`src/rtl/iwd_pkg.sv`:
```
package iwd_pkg;

    typedef enum logic [1:0] {
        ACT_WAKE   = 2'd0,
        ACT_SETBIT = 2'd1,
        ACT_SCAN   = 2'd2
    } act_kind_e;

    typedef enum logic [1:0] {
        ST_IDLE  = 2'd0,
        ST_PICK  = 2'd1,
        ST_ISSUE = 2'd2
    } seq_state_e;

    typedef struct packed {
        act_kind_e  kind;
        logic [3:0] level;
    } action_t;

endpackage

```
`src/rtl/iwd_disable_ctr.sv`:
```
module iwd_disable_ctr #(
    parameter int CNT_W = 8
) (
    input  logic             clk,
    input  logic             rst,
    input  logic             inc,
    input  logic             dec,
    input  logic             clr,
    output logic [CNT_W-1:0] count,
    output logic             err,
    output logic             is_zero,
    output logic             release_hit
);
    localparam logic [CNT_W-1:0] CNT_CEIL = {1'b0, {(CNT_W-1){1'b1}}};
    localparam logic [CNT_W-1:0] CNT_ONE  = {{(CNT_W-1){1'b0}}, 1'b1};

    logic up_only, dn_only, bad_up, bad_dn;

    always_comb begin
        up_only     = inc && !dec;
        dn_only     = dec && !inc;
        bad_up      = up_only && (count == CNT_CEIL);
        bad_dn      = dn_only && (count == '0);
        release_hit = dn_only && (count == CNT_ONE);
        is_zero     = (count == '0);
    end

    always_ff @(posedge clk) begin
        if (rst) begin
            count <= '0;
            err   <= 1'b0;
        end else begin
            if (up_only && !bad_up)
                count <= count + CNT_ONE;
            else if (dn_only && !bad_dn)
                count <= count - CNT_ONE;
            if (bad_up || bad_dn)
                err <= 1'b1;
            else if (clr)
                err <= 1'b0;
        end
    end

    a_r2_hold_when_quiet: assert property (@(posedge clk) disable iff (rst)
        (!inc && !dec) |=> $stable(count));
    a_r3_err_sticky: assert property (@(posedge clk) disable iff (rst)
        (err && !clr) |=> err);
    a_r3_no_wrap: assert property (@(posedge clk) disable iff (rst)
        (dec && !inc && count == '0) |=> (count == '0 && err));

endmodule

```
`src/rtl/iwd_pending.sv`:
```
module iwd_pending #(
    parameter int LEVELS = 16
) (
    input  logic              clk,
    input  logic              rst,
    input  logic [LEVELS-1:0] req,
    input  logic [LEVELS-1:0] take,
    output logic [LEVELS-1:0] mask
);
    always_ff @(posedge clk) begin
        if (rst)
            mask <= '0;
        else
            mask <= (mask & ~take) | req;
    end

    a_r4_new_req_kept: assert property (@(posedge clk) disable iff (rst)
        (req != '0) |=> ((mask & $past(req)) == $past(req)));

endmodule

```
`src/rtl/iwd_sequencer.sv`:
```
module iwd_sequencer
    import iwd_pkg::*;
#(
    parameter int LEVELS = 16,
    parameter int LVL_W  = 4
) (
    input  logic              clk,
    input  logic              rst,
    input  logic              cnt_zero,
    input  logic              release_hit,
    input  logic [LEVELS-1:0] pend,
    input  logic              idle_in,
    input  logic [LEVELS-1:0] q_empty,
    input  logic              ready,
    output logic [LEVELS-1:0] take,
    output logic              valid,
    output act_kind_e         kind,
    output logic [LVL_W-1:0]  level,
    output logic              resched
);
    localparam int TIMER_LVL = LEVELS - 1;

    seq_state_e        state;
    logic [LEVELS-1:0] snap;
    logic              woke;
    logic              idle_at_start;
    logic              start;
    logic [LVL_W-1:0]  next_lvl;
    logic              finishing;

    function automatic logic [LVL_W-1:0] highest_set(input logic [LEVELS-1:0] v);
        highest_set = '0;
        for (int i = 0; i < LEVELS; i++)
            if (v[i]) highest_set = LVL_W'(i);
    endfunction

    always_comb begin
        start     = (state == ST_IDLE) && cnt_zero && (pend != '0);
        take      = start ? pend : '0;
        next_lvl  = highest_set(snap);
        finishing = (state == ST_PICK) && (snap == '0);
        valid     = (state == ST_ISSUE);
    end

    always_ff @(posedge clk) begin
        if (rst) begin
            state         <= ST_IDLE;
            snap          <= '0;
            woke          <= 1'b0;
            idle_at_start <= 1'b0;
            kind          <= ACT_WAKE;
            level         <= '0;
            resched       <= 1'b0;
        end else begin
            resched <= (finishing && (woke || idle_at_start))
                     || (release_hit && (pend != '0));
            unique case (state)
                ST_IDLE: begin
                    if (start) begin
                        snap          <= pend;
                        woke          <= 1'b0;
                        idle_at_start <= idle_in;
                        state         <= ST_PICK;
                    end
                end
                ST_PICK: begin
                    if (snap == '0) begin
                        state <= ST_IDLE;
                    end else begin
                        level <= next_lvl;
                        if (snap[TIMER_LVL])
                            kind <= ACT_SCAN;
                        else if (q_empty[next_lvl])
                            kind <= ACT_SETBIT;
                        else
                            kind <= ACT_WAKE;
                        snap[next_lvl] <= 1'b0;
                        state <= ST_ISSUE;
                    end
                end
                ST_ISSUE: begin
                    if (ready) begin
                        if (kind == ACT_WAKE) woke <= 1'b1;
                        state <= ST_PICK;
                    end
                end
                default: state <= ST_IDLE;
            endcase
        end
    end

    a_r6_hold_offer: assert property (@(posedge clk) disable iff (rst)
        (valid && !ready) |=> (valid && $stable(level) && $stable(kind)));
    a_r5_scan_is_timer: assert property (@(posedge clk) disable iff (rst)
        (valid && kind == ACT_SCAN) |-> (level == LVL_W'(TIMER_LVL)));
    a_r5_timer_not_notified: assert property (@(posedge clk) disable iff (rst)
        (valid && kind != ACT_SCAN) |-> (level != LVL_W'(TIMER_LVL)));
    a_r4_gated_start: assert property (@(posedge clk) disable iff (rst)
        (state == ST_IDLE && !cnt_zero) |=> (state != ST_PICK));

endmodule

```
`src/rtl/irq_wake_dispatch.sv`:
```
module irq_wake_dispatch
    import iwd_pkg::*;
#(
    parameter int LEVELS = 16,
    parameter int CNT_W  = 8,
    localparam int LVL_W = $clog2(LEVELS)
) (
    input  logic              clk,
    input  logic              rst,
    input  logic [LEVELS-1:0] irq_req,
    input  logic              dis_inc,
    input  logic              dis_dec,
    input  logic              err_clr,
    input  logic              cpu_idle,
    input  logic [LEVELS-1:0] q_empty,
    input  logic              act_ready,
    output logic              act_valid,
    output logic [1:0]        act_kind,
    output logic [LVL_W-1:0]  act_level,
    output logic              resched_req,
    output logic              wake_err,
    output logic [CNT_W-1:0]  dis_count
);
    logic              cnt_zero, release_hit;
    logic [LEVELS-1:0] pend, take;
    act_kind_e         kind;

    iwd_disable_ctr #(.CNT_W(CNT_W)) u_ctr (
        .clk(clk), .rst(rst), .inc(dis_inc), .dec(dis_dec), .clr(err_clr),
        .count(dis_count), .err(wake_err), .is_zero(cnt_zero),
        .release_hit(release_hit)
    );

    iwd_pending #(.LEVELS(LEVELS)) u_pend (
        .clk(clk), .rst(rst), .req(irq_req), .take(take), .mask(pend)
    );

    iwd_sequencer #(.LEVELS(LEVELS), .LVL_W(LVL_W)) u_seq (
        .clk(clk), .rst(rst), .cnt_zero(cnt_zero), .release_hit(release_hit),
        .pend(pend), .idle_in(cpu_idle), .q_empty(q_empty), .ready(act_ready),
        .take(take), .valid(act_valid), .kind(kind), .level(act_level),
        .resched(resched_req)
    );

    assign act_kind = kind;

    a_r8_pulse_idle_gap: assert property (@(posedge clk) disable iff (rst)
        (act_valid && act_ready) |=> !resched_req || !act_valid);

endmodule

```
`config.mk`:
```
export PLATFORM = sky130hd
export DESIGN_NAME = irq_wake_dispatch
export DESIGN_NICKNAME = d
export VERILOG_FILES = /design/src/rtl/iwd_pkg.sv /design/src/rtl/iwd_disable_ctr.sv /design/src/rtl/iwd_pending.sv /design/src/rtl/iwd_sequencer.sv /design/src/rtl/irq_wake_dispatch.sv
export SDC_FILE = /design/constraint.sdc
export NUM_CORES = 1
export LEC_CHECK = 0
export CAP_MARGIN = 20
export CORE_ASPECT_RATIO = 0.5
export CORE_UTILIZATION = 50
export CTS_BUF_LIST = sky130_fd_sc_hd__clkbuf_8
export DETAILED_ROUTE_END_ITERATION = 6
export PLACE_DENSITY = 0.85
export SETUP_SLACK_MARGIN = 0.2
export SLEW_MARGIN = 0
export SYNTH_ARGS = -nofsm -noshare
export SYNTH_HDL_FRONTEND = slang
export SYNTH_SLANG_ARGS = --single-unit
```
`constraint.sdc`:
```
create_clock -name clk -period 2.45 [get_ports clk]
set_input_delay 0.49 -clock clk [delete_from_list [all_inputs] [get_ports clk]]
set_output_delay 0.49 -clock clk [all_outputs]
set_load 0.01 [all_outputs]
```
* After elaboration in Yosys (flattened, before gate mapping) *
Index checks and enable logic that the tools add are counted.

storage, ports and cells
  flip-flop bits (word level) = 52
  input port bits = 39
  memories = 0
  word-level logic and storage cells = 99
  bits in writable memories = 0
  bits in latches = 0
  ROM bits = 0
  output and inout bits = 17

cells by class
  reductions and logical operators = 34
  shift-type cells = 0
  multipliers = 0
  bitwise gates (word level) = 6
  div/mod/pow operators = 0
  equality and inequality tests = 8
  add/subtract/negate cells = 2
  multiplexer cells = 37
  order comparisons = 2

operators with widths
  operator                                                     count
  2-to-1 mux 16 bit                                            3
  bitwise AND 16 bit                                           2
  2-to-1 mux 4 bit                                             8
  inverter 16 bit                                              2
  one-hot mux 16 bit (2 select lines)                          1
  zero test 16 bit                                             1
  2-to-1 mux 8 bit                                             2
  OR 16 bit                                                    1
  nonzero test 16 bit                                          1
  logical AND 1 bit                                            13
  2-to-1 mux 2 bit                                             6
  2-to-1 mux 3 bit                                             4
  2-to-1 mux 1 bit                                             9
  adder 8 x 1 -> 8 bit (second input constant)                 1
  == test 8 x 1 -> 1 bit (second input constant)               1
  == test 8 x 7 -> 1 bit (second input constant)               1
  zero test 8 bit                                              1
  nonzero test 2 bit                                           4
  subtractor 8 x 1 -> 8 bit (second input constant)            1
  one-hot mux 2 bit (3 select lines)                           1
  AND reduction 2 bit                                          3
  less-than comparator 4 x 5 -> 1 bit (second input constant)  1
  binary-select mux 1 bit (select 4 bit)                       1
  demux 1 bit (select 4 bit)                                   1
  12 further kinds                                             20

* Logic depth before layout (Yosys ltp) *
Gate-level depths: netlist of run 1.

  word-level depth = 23
  depth in mapped cells = 8
  mapped depth without buffers = 7

* Cells and area by module *
Synthesis of run 1 repeated with hierarchy kept, for this count alone.

unflattened totals
  cell total of the unflattened synthesis = 365
  area, all modules = 2,991.6 µm²

by module, submodules not included
  module           times used  cells an instance  seq. area each (µm²)  area each (µm²)
  iwd_sequencer    1           222                540.5                 1,652.8
  iwd_disable_ctr  1           77                 180.2                 709.4
  iwd_pending      1           66                 320.3                 629.4

* Least setup slack after synthesis of run 1 *
Ideal clock, no wire load.

  path type = reg-to-reg
  start point = register u_ctr.count[2]
  end point = register u_seq.woke
  required time = 2.322 ns
  buffers on the path = 3
  cell stages (with the launch flop) = 9
  setup slack = 0.386 ns
  arrival time = 1.936 ns
  setup time = 0.128 ns
  period minus slack after synthesis = 2.064 ns
  path through = dfxtp_1 -> buf_2 -> nor4_4 -> nand3_2 -> or4_1 -> buf_2 -> buf_6 -> a22oi_1 -> nor2_1

on the way
  word-level cells in the longest chain between the ends = 5

RTL lines
  element                                          RTL line               text
  start: declaration                               iwd_disable_ctr.sv:9   output logic [CNT_W-1:0] count,
  start signal: assignment                         iwd_disable_ctr.sv:34  count <= count + CNT_ONE;
  start signal: assignment                         iwd_disable_ctr.sv:36  count <= count - CNT_ONE;
  zero test 8 bit                                  iwd_disable_ctr.sv:25  is_zero = (count == '0);
  logical AND 1 bit (2 in series)                  iwd_sequencer.sv:38    start = (state == ST_IDLE) && cnt_zero && (pend != '0);
  inequality test 2 x 1 -> 1 bit (no source line)  -
  AND reduction 4 bit (no source line)             -
  end signal: assignment                           iwd_sequencer.sv:49    woke <= 1'b0;
  end signal: assignment                           iwd_sequencer.sv:61    woke <= 1'b0;
  end signal: assignment                           iwd_sequencer.sv:83    if (kind == ACT_WAKE) woke <= 1'b1;
  end: declaration                                 iwd_sequencer.sv:25    logic woke;

No other way between the ends.
A chain may end at the register's enable or synchronous reset.

* Worst setup path after layout of run 1 *
  start point = register u_seq.state[1]
  end point = output port act_valid

on the way
  word-level cells in the longest chain between the ends = 1

RTL lines
  element                   RTL line                 text
  start: declaration        iwd_sequencer.sv:23      seq_state_e state;
  start signal: assignment  iwd_sequencer.sv:47      state <= ST_IDLE;
  start signal: assignment  iwd_sequencer.sv:63      state <= ST_PICK;
  start signal: assignment  iwd_sequencer.sv:68      state <= ST_IDLE;
  == test 2 bit             iwd_sequencer.sv:42      valid = (state == ST_ISSUE);
  end: declaration          irq_wake_dispatch.sv:17  output logic act_valid,

No other way between the ends.

==> results of run 1 <==
==> worst max-delay path by stage <==
stage,startpoint,endpoint,slack [ns],cells after the start
final,u_seq.state[1]$_SDFFE_PP0P_,act_valid,0.30,2
after floorplan,u_ctr.count[2]$_SDFFE_PP0P_,u_seq.woke$_SDFFE_PP0P_,0.39,8
after CTS,u_ctr.count[2]$_SDFFE_PP0P_,u_seq.woke$_SDFFE_PP0P_,0.25,6
after detailed placement,dis_inc,u_ctr.count[7]$_SDFFE_PP0P_,0.13,7
after global placement,dis_inc,u_ctr.count[7]$_SDFFE_PP0P_,0.20,7
after global routing,u_ctr.count[5]$_SDFFE_PP0P_,u_seq.woke$_SDFFE_PP0P_,0.21,6
==> Yosys cell counts (4+ instances only) <==
cell type / number
sky130_fd_sc_hd__a211oi_1: 4
sky130_fd_sc_hd__a21oi_1: 38
sky130_fd_sc_hd__a22oi_1: 5
sky130_fd_sc_hd__a31oi_1: 10
sky130_fd_sc_hd__buf_2: 8
sky130_fd_sc_hd__clkbuf_1: 8
sky130_fd_sc_hd__dfxtp_1: 52
sky130_fd_sc_hd__inv_1: 6
sky130_fd_sc_hd__nand2_1: 27
sky130_fd_sc_hd__nand2b_1: 9
sky130_fd_sc_hd__nand3_1: 15
sky130_fd_sc_hd__nor2_1: 43
sky130_fd_sc_hd__nor2b_1: 5
sky130_fd_sc_hd__nor3_1: 6
sky130_fd_sc_hd__nor4_1: 7
sky130_fd_sc_hd__o211ai_1: 14
sky130_fd_sc_hd__o21ai_0: 6
sky130_fd_sc_hd__o22ai_1: 4
sky130_fd_sc_hd__or3_1: 6
sky130_fd_sc_hd__or4_1: 4
sky130_fd_sc_hd__xnor2_1: 5
==> power by group through the flow <==
stage          Combinational (mW)  Sequential, mW  Clock [mW]
2_1_floorplan                2.30            1.40           0
3_3_place_gp                 3.12            1.47           0
3_5_place_dp                 3.18            1.49           0
4_1_cts                      3.21            1.47       0.530
5_1_grt                      3.62            1.53       0.566
6_report                     3.33            1.49       0.525
==> state kept, by name (all words and copies together), names as in the netlist <==
name and flops:
u_pend.mask 16, u_seq.snap 16, u_ctr.count 8, u_seq.level 4, u_seq.kind 2, u_seq.state 2, u_ctr.err 1, u_seq.idle_at_start 1
u_seq.resched 1, u_seq.woke 1
==> worst min-delay path, delay by kind of cell (launching register included) <==
kind | cells | cell delay (ns)
DFF | 1 | 0.33
AOI/OAI and AO/OA | 1 | 0.05
and+or+nand+nor | 1 | 0.05
==> metal layers <==
| metal | up-vias | GRT usage, % | part of all wire [%] |
|---|---|---|---|
| li1 | 1310 | - | - |
| met1 | 1258 | 33.7 | 44 |
| met2 | 135 | 45.5 | 47 |
| met3 | 11 | 6.40 | 8.2 |
| met4 | 0 | 7.98 | 0.95 |
| met5 | - | 0 | 0 |
==> metrics by stage <==
| step | hold slack (ns) | utilization [%] |
|---|---|---|
| finish | 0.474 | 67.8 |
| global route | 0.506 | 67.8 |
| CTS | 0.474 | 67.4 |
| detailed placement | 0.463 | 65.5 |
| global placement | 0.455 | 65.5 |
| floorplan | 0.432 | - |
==> cell families (layout without fill, tap and decap cells) <==
| group | count (synthesis) | in the layout | synth area share, % |
|---|---|---|---|
| AOI/OAI and AO/OA | 102 | 102 | 25.7 |
| DFF | 52 | 52 | 39.2 |
| muxes | 3 | 3 | 1.13 |
| adders and majority gates | 3 | 3 | 1.41 |
| xor gates and xnor gates | 6 | 6 | 1.98 |
| and+or+nand+nor | 136 | 136 | 26.5 |
| buffers and inverters | 24 | 81 | 4.05 |
==> repair_timing <==
action / 4_1_cts / 5_1_grt
buffers inserted: 0 / 1
resized for setup: 0 / 3
endpoints found under the setup margin: 0 / 27
==> area by class of cell <==
type | instances | share of cell area (%)
clock buffer | 6 | 2.43
clock inverter | 2 | 0.441
inverter | 6 | 0.662
multi-input combinational | 250 | 44.4
sequential | 52 | 30.6
tap | 70 | 2.57
timing repair buffer | 67 | 18.8
==> results_dict.tcl, run 1 <==
set metrics [dict create \
    crit-reg2reg-launch "u_ctr.count[5]$_SDFFE_PP0P_" \
    grt_pass1_vias 2458 \
    synth.largest_area_cell "sky130_fd_sc_hd__dfxtp_1" \
    number_of_flops_mapped_to_enable_cells_by_yosys 0 \
    prevailing_post_synth_register_cell "sky130_fd_sc_hd__dfxtp_1" \
    antenna_violating_nets_post_route 0 \
    drive_gt1_share_pct 9.14 \
    maxCapViolCount 0 \
    worstHoldPathCells 2 \
    final.setup_skew_ns 0.00519 \
    drt_drc_violations_left 0 \
    synth.ff_latch_count 52 \
    clock_tree.buffer_depth 2 \
    sequential_cell_area_um2 1040 \
    regToRegSetupSlack_ns 0.35 \
    num_io_pins 56 \
    htree_levels 2 \
    power_frac_clock_pct 9.8 \
    drt_iter0_markers 289 \
    hold_buffers 0 \
    critical-path-slowest-cell "sky130_fd_sc_hd__clkdlybuf4s50_1" \
    vias 2714 \
    largest_cells_by_area_after_synthesis "sky130_fd_sc_hd__dfxtp_1 (39%), sky130_fd_sc_hd__a21oi_1 (7.2%), sky130_fd_sc_hd__nor2_1 (6.1%)" \
    hold_end "u_seq.idle_at_start$_SDFFE_PP0P_" \
    cp-start-kind "flip-flop" \
    irDropWorstVdd_mv 0.705 \
    r2r-end "u_seq.woke$_SDFFE_PP0P_" \
    pre_cts_slack_ns 0.132 \
    cts_tree "yes" \
    hp-start "u_seq.idle_at_start$_SDFFE_PP0P_" \
    die-height_um 53.5 \
    static_leak_nw 1.19 \
    layout.nets 424 \
    cp_num_buf_inv 1 \
    fill_cells 433 \
    relSlewSlack_pct 62.0 \
    antenna_cells 0 \
    synthDistinctLibCells 53 \
    pwr-share-seq_pct 27.9 \
    path_depth_of_the_worst_reg2reg_path 6 \
    placement.cell_area_um2 3290 \
    combinationalPowerShare_pct 62.3 \
    die_width_um 105 \
    root_buffer "sky130_fd_sc_hd__clkbuf_8" \
    finalSetupViolations 0 \
    die-area_um2 5620 \
    postSynthNetCount 368 \
    worst_slew_pin_slew_ns 0.565 \
    fin_setup_tns_ns 0 \
    critical_path.cell_chain "nor2b_1 -> clkdlybuf4s50_1" \
    min-delay-path-class "reg -> reg" \
    tritoncts_num_sinks 52 \
    grt_antenna_before_repair 0 \
    rsz0062_at_grt "no" \
    finalHoldViolCount 0 \
    cts_made_buffers 5 \
    timing.critical_path.required_ns 1.96 \
    avgSynthCellArea_um2 8.14 \
    core.rowCount 18 \
    grt_total_ovfl 0 \
    end_kind "output pin" \
    place.detailed.hpwl_um 5100 \
    mappedNetlistArea_um2 2650 \
    grt_pass1_wl_um 11500 \
    insertion_delay_ns 0.31 \
    slew_viol_final 0 \
    critPathArrivalTime_ns 1.66 \
    postSynth.asyncResetShare_pct 0 \
    synth_top_cell_area_share_pct 39.2 \
    layout.cell_area.non_filler_um2 3400 \
    power.net_switching_mw 2.59 \
    grt_usage_pct 26.4 \
    fin_crit_share_pct 87.9 \
    f_max_mhz 464 \
    largest_net_degree_at_the_start_of_global_routing 53 \
    most_common_cell_after_layout_fill_and_taps_aside "sky130_fd_sc_hd__clkdlybuf4s50_1" \
    timing.critical_path.fanout_max 7 \
    total_power_mw 5.34 \
    timing_worst_setup_path_type "reg -> out" \
    critPathMaxStageDelay_ns 0.58 \
    port_buffers 55 \
    multi_input_comb_area_um2 1510 \
    mostFrequentLayoutCells "sky130_fd_sc_hd__clkdlybuf4s50_1 (55), sky130_fd_sc_hd__dfxtp_1 (51), sky130_fd_sc_hd__nor2_1 (43), sky130_fd_sc_hd__a21oi_1 (37), sky130_fd_sc_hd__nand2_1 (27)" \
    p_per_area_nw_per_um2 1570 \
    layout-area-overhead-vs-synth_pct 28.2 \
    place_congestion 0.934 \
    status "finished clean" \
    initial_utilization_pct 52.8 \
    worst_slack_ns 0.295 \
    syn-instance-count 326 \
    post_detailed_route_wirelength_per_cell_um 15.6 \
    core_area_um2 5020 \
    detail_route.wirelength_um 7060 \
    finalWorstPathRequiredPeriod_ns 2.15 \
    drt_pass1_iterations 5 \
    path_delay_family "buffers and inverters" \
    post-place-cells 444 \
    synthesis.yosys.warnings 0 \
    p_sw_share_pct 48.5 \
    intPower_mw 2.75 \
    final_cell_count_without_fillers 453 \
    synth_seq_area_share_pct 39.2 \
    detail_route.vias_per_cell 5.99 \
    clkTransAtPathRegs_ns 0.09 \
]
(Power assumes the default switching activity.)
==> run 2: changes to the inputs <==
- SKIP_LAST_GASP: not set -> 1
==> results of run 2 <==
Final layout, timing and power as in run 1 (identical DEF).
